**config.mk**
```make
export PLATFORM = sky130hd
export DESIGN_NAME = byte_alu
export DESIGN_NICKNAME = d
export VERILOG_FILES = /design/src/rtl/byte_alu_pkg.sv /design/src/rtl/byte_alu_decode.sv /design/src/rtl/byte_alu_addsub.sv /design/src/rtl/byte_alu_bitops.sv /design/src/rtl/byte_alu.sv
export SDC_FILE = /design/constraint.sdc
export NUM_CORES = 1
export LEC_CHECK = 0
export CELL_PAD_IN_SITES_DETAIL_PLACEMENT = 1
export CELL_PAD_IN_SITES_GLOBAL_PLACEMENT = 1
export CORE_ASPECT_RATIO = 0.75
export CORE_MARGIN = 2
export CORE_UTILIZATION = 40
export DETAILED_ROUTE_END_ITERATION = 8
export DONT_BUFFER_PORTS = 1
export PLACE_DENSITY_LB_ADDON = 0.1
export RECOVER_POWER = 100
export SYNTH_ARGS = -nofsm -noshare
export SYNTH_HDL_FRONTEND = slang
export SYNTH_HIERARCHICAL = 1
export SYNTH_SLANG_ARGS = --single-unit
```
**constraint.sdc**
```tcl
create_clock -name vclk -period 7.9
set_input_delay 0.395 -clock vclk [all_inputs]
set_output_delay 0.395 -clock vclk [all_outputs]
set_load 0.01 [all_outputs]
```
**src/rtl/byte_alu_pkg.sv**
```systemverilog
package byte_alu_pkg;
  localparam int BW   = 8;
  localparam int IW   = 16;
  localparam int RIW  = 5;
  localparam int HALF = BW / 2;
  localparam int MSB  = BW - 1;

  localparam int FL_C = 0;
  localparam int FL_Z = 1;
  localparam int FL_N = 2;
  localparam int FL_V = 3;
  localparam int FL_S = 4;
  localparam int FL_H = 5;
  localparam int FL_T = 6;
  localparam int FL_I = 7;

  typedef enum logic [4:0] {
    OP_NONE, OP_ADD, OP_ADC, OP_SUB, OP_SBC, OP_CP, OP_CPC,
    OP_AND, OP_OR, OP_EOR, OP_COM, OP_NEG, OP_INC, OP_DEC,
    OP_LSR, OP_ASR, OP_ROR, OP_LSL, OP_ROL, OP_SWAP, OP_LDI
  } alu_op_e;

  typedef struct packed {
    alu_op_e          op;
    logic             use_imm;
    logic [BW-1:0]    imm;
    logic [RIW-1:0]   dst;
    logic [RIW-1:0]   src;
  } dec_t;
endpackage

```
**src/rtl/byte_alu_decode.sv**
```systemverilog
module byte_alu_decode
  import byte_alu_pkg::*;
(
  input  logic [IW-1:0] insn,
  output dec_t          dec
);
  always_comb begin
    dec         = '0;
    dec.op      = OP_NONE;
    dec.use_imm = 1'b0;
    dec.imm     = {insn[11:8], insn[3:0]};
    dec.dst     = insn[8:4];
    dec.src     = {insn[9], insn[3:0]};
    if (insn[15:9] == 7'b1001010) begin
      dec.src = insn[8:4];
      case (insn[3:0])
        4'b0000: dec.op = OP_COM;
        4'b0001: dec.op = OP_NEG;
        4'b0010: dec.op = OP_SWAP;
        4'b0011: dec.op = OP_INC;
        4'b0101: dec.op = OP_ASR;
        4'b0110: dec.op = OP_LSR;
        4'b0111: dec.op = OP_ROR;
        4'b1010: dec.op = OP_DEC;
        4'b1011: dec.op = OP_LSL;
        4'b1100: dec.op = OP_ROL;
        default: dec.op = OP_NONE;
      endcase
    end else begin
      case (insn[15:12])
        4'b0011, 4'b0100, 4'b0101, 4'b0110, 4'b0111, 4'b1110: begin
          dec.use_imm = 1'b1;
          dec.dst     = {1'b1, insn[7:4]};
          dec.src     = {1'b1, insn[7:4]};
          case (insn[15:12])
            4'b0011: dec.op = OP_CP;
            4'b0100: dec.op = OP_SBC;
            4'b0101: dec.op = OP_SUB;
            4'b0110: dec.op = OP_OR;
            4'b0111: dec.op = OP_AND;
            default: dec.op = OP_LDI;
          endcase
        end
        default: begin
          case (insn[15:10])
            6'b000001: dec.op = OP_CPC;
            6'b000010: dec.op = OP_SBC;
            6'b000011: dec.op = OP_ADD;
            6'b000101: dec.op = OP_CP;
            6'b000110: dec.op = OP_SUB;
            6'b000111: dec.op = OP_ADC;
            6'b001000: dec.op = OP_AND;
            6'b001001: dec.op = OP_EOR;
            6'b001010: dec.op = OP_OR;
            default:   dec.op = OP_NONE;
          endcase
        end
      endcase
    end
  end
endmodule

```
**src/rtl/byte_alu_addsub.sv**
```systemverilog
module byte_alu_addsub #(
  parameter int W = 8
) (
  input  logic [W-1:0] a,
  input  logic [W-1:0] b,
  input  logic         sub,
  input  logic         cin,
  output logic [W-1:0] sum,
  output logic         co,
  output logic         hc,
  output logic         ov
);
  localparam int HW = W / 2;

  logic [W-1:0] b_eff;
  logic [W:0]   c;

  assign b_eff = sub ? ~b : b;
  assign c[0]  = sub ? ~cin : cin;

  for (genvar i = 0; i < W; i++) begin : g_bit
    assign sum[i]   = a[i] ^ b_eff[i] ^ c[i];
    assign c[i + 1] = (a[i] & b_eff[i]) | (a[i] & c[i]) | (b_eff[i] & c[i]);
  end

  assign co = sub ? ~c[W]  : c[W];
  assign hc = sub ? ~c[HW] : c[HW];
  assign ov = (a[W-1] == b_eff[W-1]) && (sum[W-1] != a[W-1]);
endmodule

```
**src/rtl/byte_alu_bitops.sv**
```systemverilog
module byte_alu_bitops
  import byte_alu_pkg::*;
(
  input  alu_op_e        op,
  input  logic [BW-1:0]  a,
  input  logic [BW-1:0]  b,
  input  logic           cin,
  output logic [BW-1:0]  res,
  output logic           sout
);
  logic [BW-1:0] swapped;

  for (genvar i = 0; i < HALF; i++) begin : g_swap
    assign swapped[i]        = a[i + HALF];
    assign swapped[i + HALF] = a[i];
  end

  always_comb begin
    res  = a;
    sout = 1'b0;
    case (op)
      OP_AND:  res = a & b;
      OP_OR:   res = a | b;
      OP_EOR:  res = a ^ b;
      OP_COM:  res = ~a;
      OP_LSR:  begin res = {1'b0, a[MSB:1]};  sout = a[0];   end
      OP_ASR:  begin res = {a[MSB], a[MSB:1]}; sout = a[0];  end
      OP_ROR:  begin res = {cin, a[MSB:1]};   sout = a[0];   end
      OP_LSL:  begin res = {a[MSB-1:0], 1'b0}; sout = a[MSB]; end
      OP_ROL:  begin res = {a[MSB-1:0], cin};  sout = a[MSB]; end
      OP_SWAP: res = swapped;
      OP_LDI:  res = b;
      default: res = a;
    endcase
  end
endmodule

```
**src/rtl/byte_alu.sv**
```systemverilog
module byte_alu
  import byte_alu_pkg::*;
(
  input  logic            in_valid,
  output logic            in_ready,
  input  logic [IW-1:0]   in_insn,
  input  logic [BW-1:0]   in_rd,
  input  logic [BW-1:0]   in_rr,
  input  logic [BW-1:0]   in_flags,
  output logic [RIW-1:0]  dst_idx,
  output logic [RIW-1:0]  src_idx,
  output logic            out_valid,
  input  logic            out_ready,
  output logic [BW-1:0]   out_result,
  output logic            out_wr_en,
  output logic [BW-1:0]   out_flags
);
  localparam logic [BW-1:0] ONE = BW'(1);

  dec_t          dec;
  logic [BW-1:0] opb, ar_a, ar_b, ar_sum, bo_res, res;
  logic          ar_sub, ar_cin, ar_co, ar_hc, ar_ov, bo_out, wr;
  logic          chain, res_n;
  logic [BW-1:0] fl;

  byte_alu_decode u_dec (.insn(in_insn), .dec(dec));

  always_comb begin
    opb    = dec.use_imm ? dec.imm : in_rr;
    ar_a   = in_rd;
    ar_b   = opb;
    ar_sub = 1'b0;
    ar_cin = 1'b0;
    case (dec.op)
      OP_ADC:         ar_cin = in_flags[FL_C];
      OP_SUB, OP_CP:  ar_sub = 1'b1;
      OP_SBC, OP_CPC: begin ar_sub = 1'b1; ar_cin = in_flags[FL_C]; end
      OP_NEG:         begin ar_a = '0; ar_b = in_rd; ar_sub = 1'b1; end
      OP_INC:         ar_b = ONE;
      OP_DEC:         begin ar_b = ONE; ar_sub = 1'b1; end
      default:        ar_cin = 1'b0;
    endcase
  end

  byte_alu_addsub #(.W(BW)) u_addsub (
    .a(ar_a), .b(ar_b), .sub(ar_sub), .cin(ar_cin),
    .sum(ar_sum), .co(ar_co), .hc(ar_hc), .ov(ar_ov)
  );

  byte_alu_bitops u_bitops (
    .op(dec.op), .a(in_rd), .b(opb), .cin(in_flags[FL_C]),
    .res(bo_res), .sout(bo_out)
  );

  assign chain = (dec.op == OP_SBC) || (dec.op == OP_CPC);

  always_comb begin
    fl    = in_flags;
    res   = bo_res;
    wr    = 1'b0;
    res_n = 1'b0;
    case (dec.op)
      OP_ADD, OP_ADC, OP_SUB, OP_SBC, OP_CP, OP_CPC, OP_NEG: begin
        res      = ar_sum;
        wr       = (dec.op != OP_CP) && (dec.op != OP_CPC);
        res_n    = ar_sum[MSB];
        fl[FL_C] = ar_co;
        fl[FL_H] = ar_hc;
        fl[FL_V] = ar_ov;
        fl[FL_N] = res_n;
        fl[FL_Z] = (ar_sum == '0) && (!chain || in_flags[FL_Z]);
        fl[FL_S] = res_n ^ ar_ov;
      end
      OP_INC, OP_DEC: begin
        res      = ar_sum;
        wr       = 1'b1;
        res_n    = ar_sum[MSB];
        fl[FL_V] = ar_ov;
        fl[FL_N] = res_n;
        fl[FL_Z] = (ar_sum == '0);
        fl[FL_S] = res_n ^ ar_ov;
      end
      OP_AND, OP_OR, OP_EOR, OP_COM: begin
        wr       = 1'b1;
        res_n    = bo_res[MSB];
        fl[FL_V] = 1'b0;
        fl[FL_N] = res_n;
        fl[FL_Z] = (bo_res == '0);
        fl[FL_S] = res_n;
        if (dec.op == OP_COM) fl[FL_C] = 1'b1;
      end
      OP_LSR, OP_ASR, OP_ROR, OP_LSL, OP_ROL: begin
        wr       = 1'b1;
        res_n    = bo_res[MSB];
        fl[FL_C] = bo_out;
        fl[FL_N] = res_n;
        fl[FL_Z] = (bo_res == '0);
        fl[FL_V] = res_n ^ bo_out;
        fl[FL_S] = res_n ^ (res_n ^ bo_out);
      end
      OP_SWAP, OP_LDI: wr = 1'b1;
      default:         wr = 1'b0;
    endcase
  end

  assign in_ready   = out_ready;
  assign out_valid  = in_valid;
  assign out_wr_en  = in_valid & wr;
  assign out_result = res;
  assign out_flags  = fl;
  assign dst_idx    = dec.dst;
  assign src_idx    = dec.src;
endmodule

```
**After elaboration in Yosys (flattened, before gate mapping)**

Memory sizes are Yosys's and may differ from the RTL's.
Cells that the tools add are included.

- Equal/unequal tests: 31
- Shift-type cells: 0
- Mux-type cells: 26
- $lt $le $gt $ge: 0
- Reductions and logical operators: 20
- Bitwise operators: 68
- $mul: 0
- Div/mod/pow operators: 0
- $add $sub $neg: 0

Operator list:

| kind | number |
|---|---|
| $pmux W8 S11 | 1 |
| $eq A5 B4 Y1 const B | 8 |
| $mux W8 | 4 |
| $and A1 B1 Y1 | 25 |
| $eq A5 B5 Y1 const B | 5 |
| $mux W5 | 5 |
| $pmux W5 S5 | 1 |
| $eq A5 B3 Y1 const B | 4 |
| $xor A1 B1 Y1 | 19 |
| $eq A4 B3 Y1 const B | 4 |
| $logic_not A8 Y1 | 2 |
| $not A8 Y8 | 2 |
| $or A1 B1 Y1 | 16 |
| $pmux W4 S4 | 1 |
| $pmux W8 S2 | 1 |
| $reduce_or A13 Y1 | 1 |
| $reduce_or A6 Y1 | 2 |
| $eq A5 B2 Y1 const B | 2 |
| $mux W10 | 1 |
| $ne A5 B3 Y1 const B | 2 |
| $mux W1 | 9 |
| $reduce_or A9 Y1 | 1 |
| $and A8 B8 Y8 | 1 |
| $or A8 B8 Y8 | 1 |
| other kinds (19) | 27 |

- Bits in registers: 0
- ROM bits: 144
- Bits of input ports: 42
- Output and inout bits: 29
- RAM bits: 0
- Bits in latches: 0
- Word-level logic and storage cells: 147
- Memories: 2

Memories:

| name | depth | bits a word | read ports | clocked after Yosys merged registers in | write ports | line | RTL |
|---|---|---|---|---|---|---|---|
| (no name shown) | 16 | 5 | 1 | 0 | 0 | byte_alu_decode.sv:16 | `case (insn[3:0])` |
| (no name shown) | 16 | 4 | 1 | 0 | 0 | byte_alu_decode.sv:45 | `case (insn[15:10])` |

**Depth between registers and ports, before layout**

- Word-level depth: 36
- Mapped depth: 27
- Gate-level depth less buffers: 26

**Cells and area by module**

The synthesis kept the hierarchy.

By module, submodules not included:

| module | cells each | seq. area each (um^2) | instances | area each (um^2) |
|---|---|---|---|---|
| byte_alu_bitops | 161 | 0.0 | 1 | 1121.1 |
| byte_alu | 132 | 0.0 | 1 | 895.9 |
| byte_alu_decode | 90 | 0.0 | 1 | 675.6 |
| byte_alu_addsub | 39 | 0.0 | 1 | 352.8 |

**Least setup slack after synthesis**

Ideal clock, no wire load.

- Path kind: input-to-output
- Start point: in in_insn[13]
- End point: out out_flags[1]
- Cell stages on the path: 25
- Path slack: 0.725 ns
- Path buffers: 4
- Required time: 7.505 ns
- Arrival time: 6.780 ns
- Cells stage by stage: buf_6 nand2b_4 or4_4 o2bb2ai_1 buf_6 clkbuf_1 xnor2_1 a211oi_1 buf_6 xor2_1 fa_1 inv_1 fa_1 fa_1 fa_1 fa_1 fa_1 fa_1 fa_1 inv_1 nor4_1 nand2_1 a21oi_1 a32oi_1 o21ai_0

RTL lines:

| what | line | RTL |
|---|---|---|
| start: declaration | byte_alu.sv:6 | `input logic [IW-1:0] in_insn,` |
| end: declaration | byte_alu.sv:16 | `output logic [BW-1:0] out_flags` |

==> run_results.csv <==
group,metric,value,unit
detailed_routing,drcViolationCount,0,
worst_hold_path,hp-class,"primary input to primary output",
pwr,ir_drop,0.04943,mV
floorplan,placementRows,27,
synth,synth.avg_cell_area,7.217,µm²
pwr,p_sw,0.1616,mW
detailed_routing,vias,2870,
sta,grt_setup_unrepaired,"no",
floorplan,die_h,79.57,µm
pwr,swShare,0.5980,
clocking,post_cts_buffers,0,
setup_path,crit_buf_inv,3,
place,portBuffers,0,
sta,min_period_over_period,0.9186,
final_layout,nets,462,
global_route,grt-ovfl-total,0,
synth,synth_xor_area_frac,0.04601,
sta,timing.hold.ws,0.7900,ns
setup_path,cp.required,7.51,ns
final_layout,drive_gt1_frac,0.1250,
setup_path,path_class,"primary input to primary output",
setup_path,cp_top_family,"adder cells",
pwr,power.leakage,1.283,nW
final_layout,final-seq-area,0,µm²
detailed_routing,drtIter0Drc,243,
sta,worstMarginPinSlew,0.9767,ns
sta,finalMaxSlewViolations,0,
pwr,power_density,91.53,nW/µm²
setup_path,path_max_fanout,16,
global_route,grt_max_degree,25,
synth,synthesis.nets,498,
final_layout,n_clock_buffer,0,
pwr,p_comb_frac,1.000,
place,gp_congestion,0.8615,
synth,yosysSeqAreaShare,0,
synth,synth_warnings,6,
setup_path,cpPeakStageDelay,0.60,ns
synth,synth_mux_area_frac,0.1007,
sta,worst_slack,0.6427,ns
synth,yosys.area_share.simple,0.2646,
detailed_routing,vias_per_cell,5.918,
final_layout,synthToLayoutAreaGrowth,-3.040,%
detailed_routing,avgRoutedWirePerCell,19.64,µm
detailed_routing,first_pass_iters,4,
global_route,first_global_vias,2900,
global_route,antenna_found_initial,0,
floorplan,die_area,8335,µm²
synth,synthAdderAreaFrac,0.1594,
sta,final.min_clock_period,7.257,ns
sta,hold_viol_final,0,
setup_path,critPathLaunchType,"primary input",
setup_path,cp_common_cell,"fa_1",
floorplan,die-width,104.8,µm
sta,slew_headroom,0.3475,
synth,synthDistinctLibCells,80,
pwr,power.share.clock,0,
pwr,p_seq_frac,0,
clocking,ctsHoldBuffers,0,
synth,syn_area,3045,µm²
detailed_routing,ant_nets,0,
pwr,p_int,0.1087,mW
global_route,grt_use_total,0.2309,
global_route,grt_pass1_wl,15.77,mm
sta,final.setup.tns,0,ns
run_status,status,"finished, final reports clean",
setup_path,cp_data_arrival_time,6.86,ns
synth,synth-compound-area-share,0.2592,
synth,synthesis.instances,422,
setup_path,end_kind,"primary output",
synth,synth_top_family_by_area,"simple AND/OR/NAND/NOR gates",
detailed_routing,drt-total-wl,9.526,mm
sta,fmax,137.8,MHz
final_layout,diodes,0,
floorplan,start_util,0.4135,
place,dp_hpwl,7.714,mm
final_layout,final_core_util,0.4010,
floorplan,coreArea,7365,µm²
flow_run,drv_cap,0,
clocking,cts.repair.resized,0,
setup_path,crit_path_top_delay_cell,"o32ai_4",
place,post-place-ws,0.6365,ns
final_layout,design.seq.count,0,
floorplan,io_pins,71,
sta,setup_viol,0,
-- logic make-up (layout without fill, tap and decap cells) --
kind of cell,count (synthesis),after routing
buffers and inverters,105,67
XOR/XNOR,16,16
adder cells (fa/ha/maj),34,34
AO/OA/AOI/OAI,108,108
multiplexers,26,26
AND/OR/NAND/NOR,133,133
-- placed cells by master, fill, tap and decap left out, types with 6 or more instances in the layout --
master / n
mux2_2: 10
xor2_1: 6
buf_4: 10
ha_1: 26
xnor2_1: 10
a21oi_1: 37
nor3_1: 16
mux2_1: 9
nor2b_1: 7
nor2_1: 27
fa_1: 8
and3_1: 7
nand2_1: 18
a31oi_1: 7
inv_1: 57
nand2b_1: 7
o21ai_0: 6
nor4_1: 8
nor3b_1: 9
-- area by class of cell --
class	count	area (µm²)
inverter	57	214.0
fill	966	4412
tap	101	126.4
multi-input combinational	317	2537
timing repair buffer	10	75.07
-- per-stage QoR --
stage / power (mW) / area (µm²) / std cells
after floorplan: 0.2324 / 3045 / 422
after global placement: 0.2687 / 2980 / 485
after detailed placement: 0.2738 / 2980 / 485
after CTS: 0.2747 / 2980 / 485
after global routing: 0.3033 / 2953 / 485
final: 0.2703 / 2953 / 485
-- routing by layer --
| metal | up-vias | part of all wire | track usage |
|---|---|---|---|
| li1 | 1401 | - | - |
| met1 | 1382 | 0.50 | 0.3520 |
| met2 | 80 | 0.43 | 0.3617 |
| met3 | 7 | 0.064 | 0.02612 |
| met4 | 0 | 0.0034 | 0.01333 |
| met5 | - | 0 | 0 |
-- final timing paths --
path	from	end	depth (start not counted)	slack, ns
worst max-delay path	in_insn[11]	out_flags[1]	26	0.64
worst min-delay path	out_ready	in_ready	0	0.79
-- cell usage after synthesis, types with 4 or more instances --
cell type	number	area, µm²
nand2b_1	7	43.79
nor2_1	27	101.4
o21ai_0	6	30.03
nor4_1	7	43.79
inv_1	56	210.2
a31oi_1	7	43.79
a221oi_1	5	43.79
nor2b_1	7	43.79
nor3_1	16	80.08
nor3b_1	9	67.56
ha_1	26	325.3
a22oi_1	4	30.03
and3_1	7	43.79
xor2_1	6	52.55
mux2_2	13	146.4
buf_6	6	67.56
a21oi_1	37	185.2
or2_2	5	31.28
fa_1	8	160.2
buf_4	18	135.1
buf_2	8	40.04
o21ai_1	4	20.02
nand2_1	18	67.56
mux2_4	5	75.07
mux2i_1	4	40.04
mux2_1	4	45.04
clkbuf_1	14	52.55
xnor2_1	10	87.58
-- power by group through the flow --
| stage | logic [mW] | clock network (mW) | registers, mW |
|---|---|---|---|
| global placement | 0.269 | 0 | 0 |
| CTS | 0.275 | 0 | 0 |
| global route | 0.303 | 0 | 0 |
| detailed placement | 0.274 | 0 | 0 |
| finish | 0.270 | 0 | 0 |
| floorplan | 0.232 | 0 | 0 |
(Power assumes the default switching activity.)
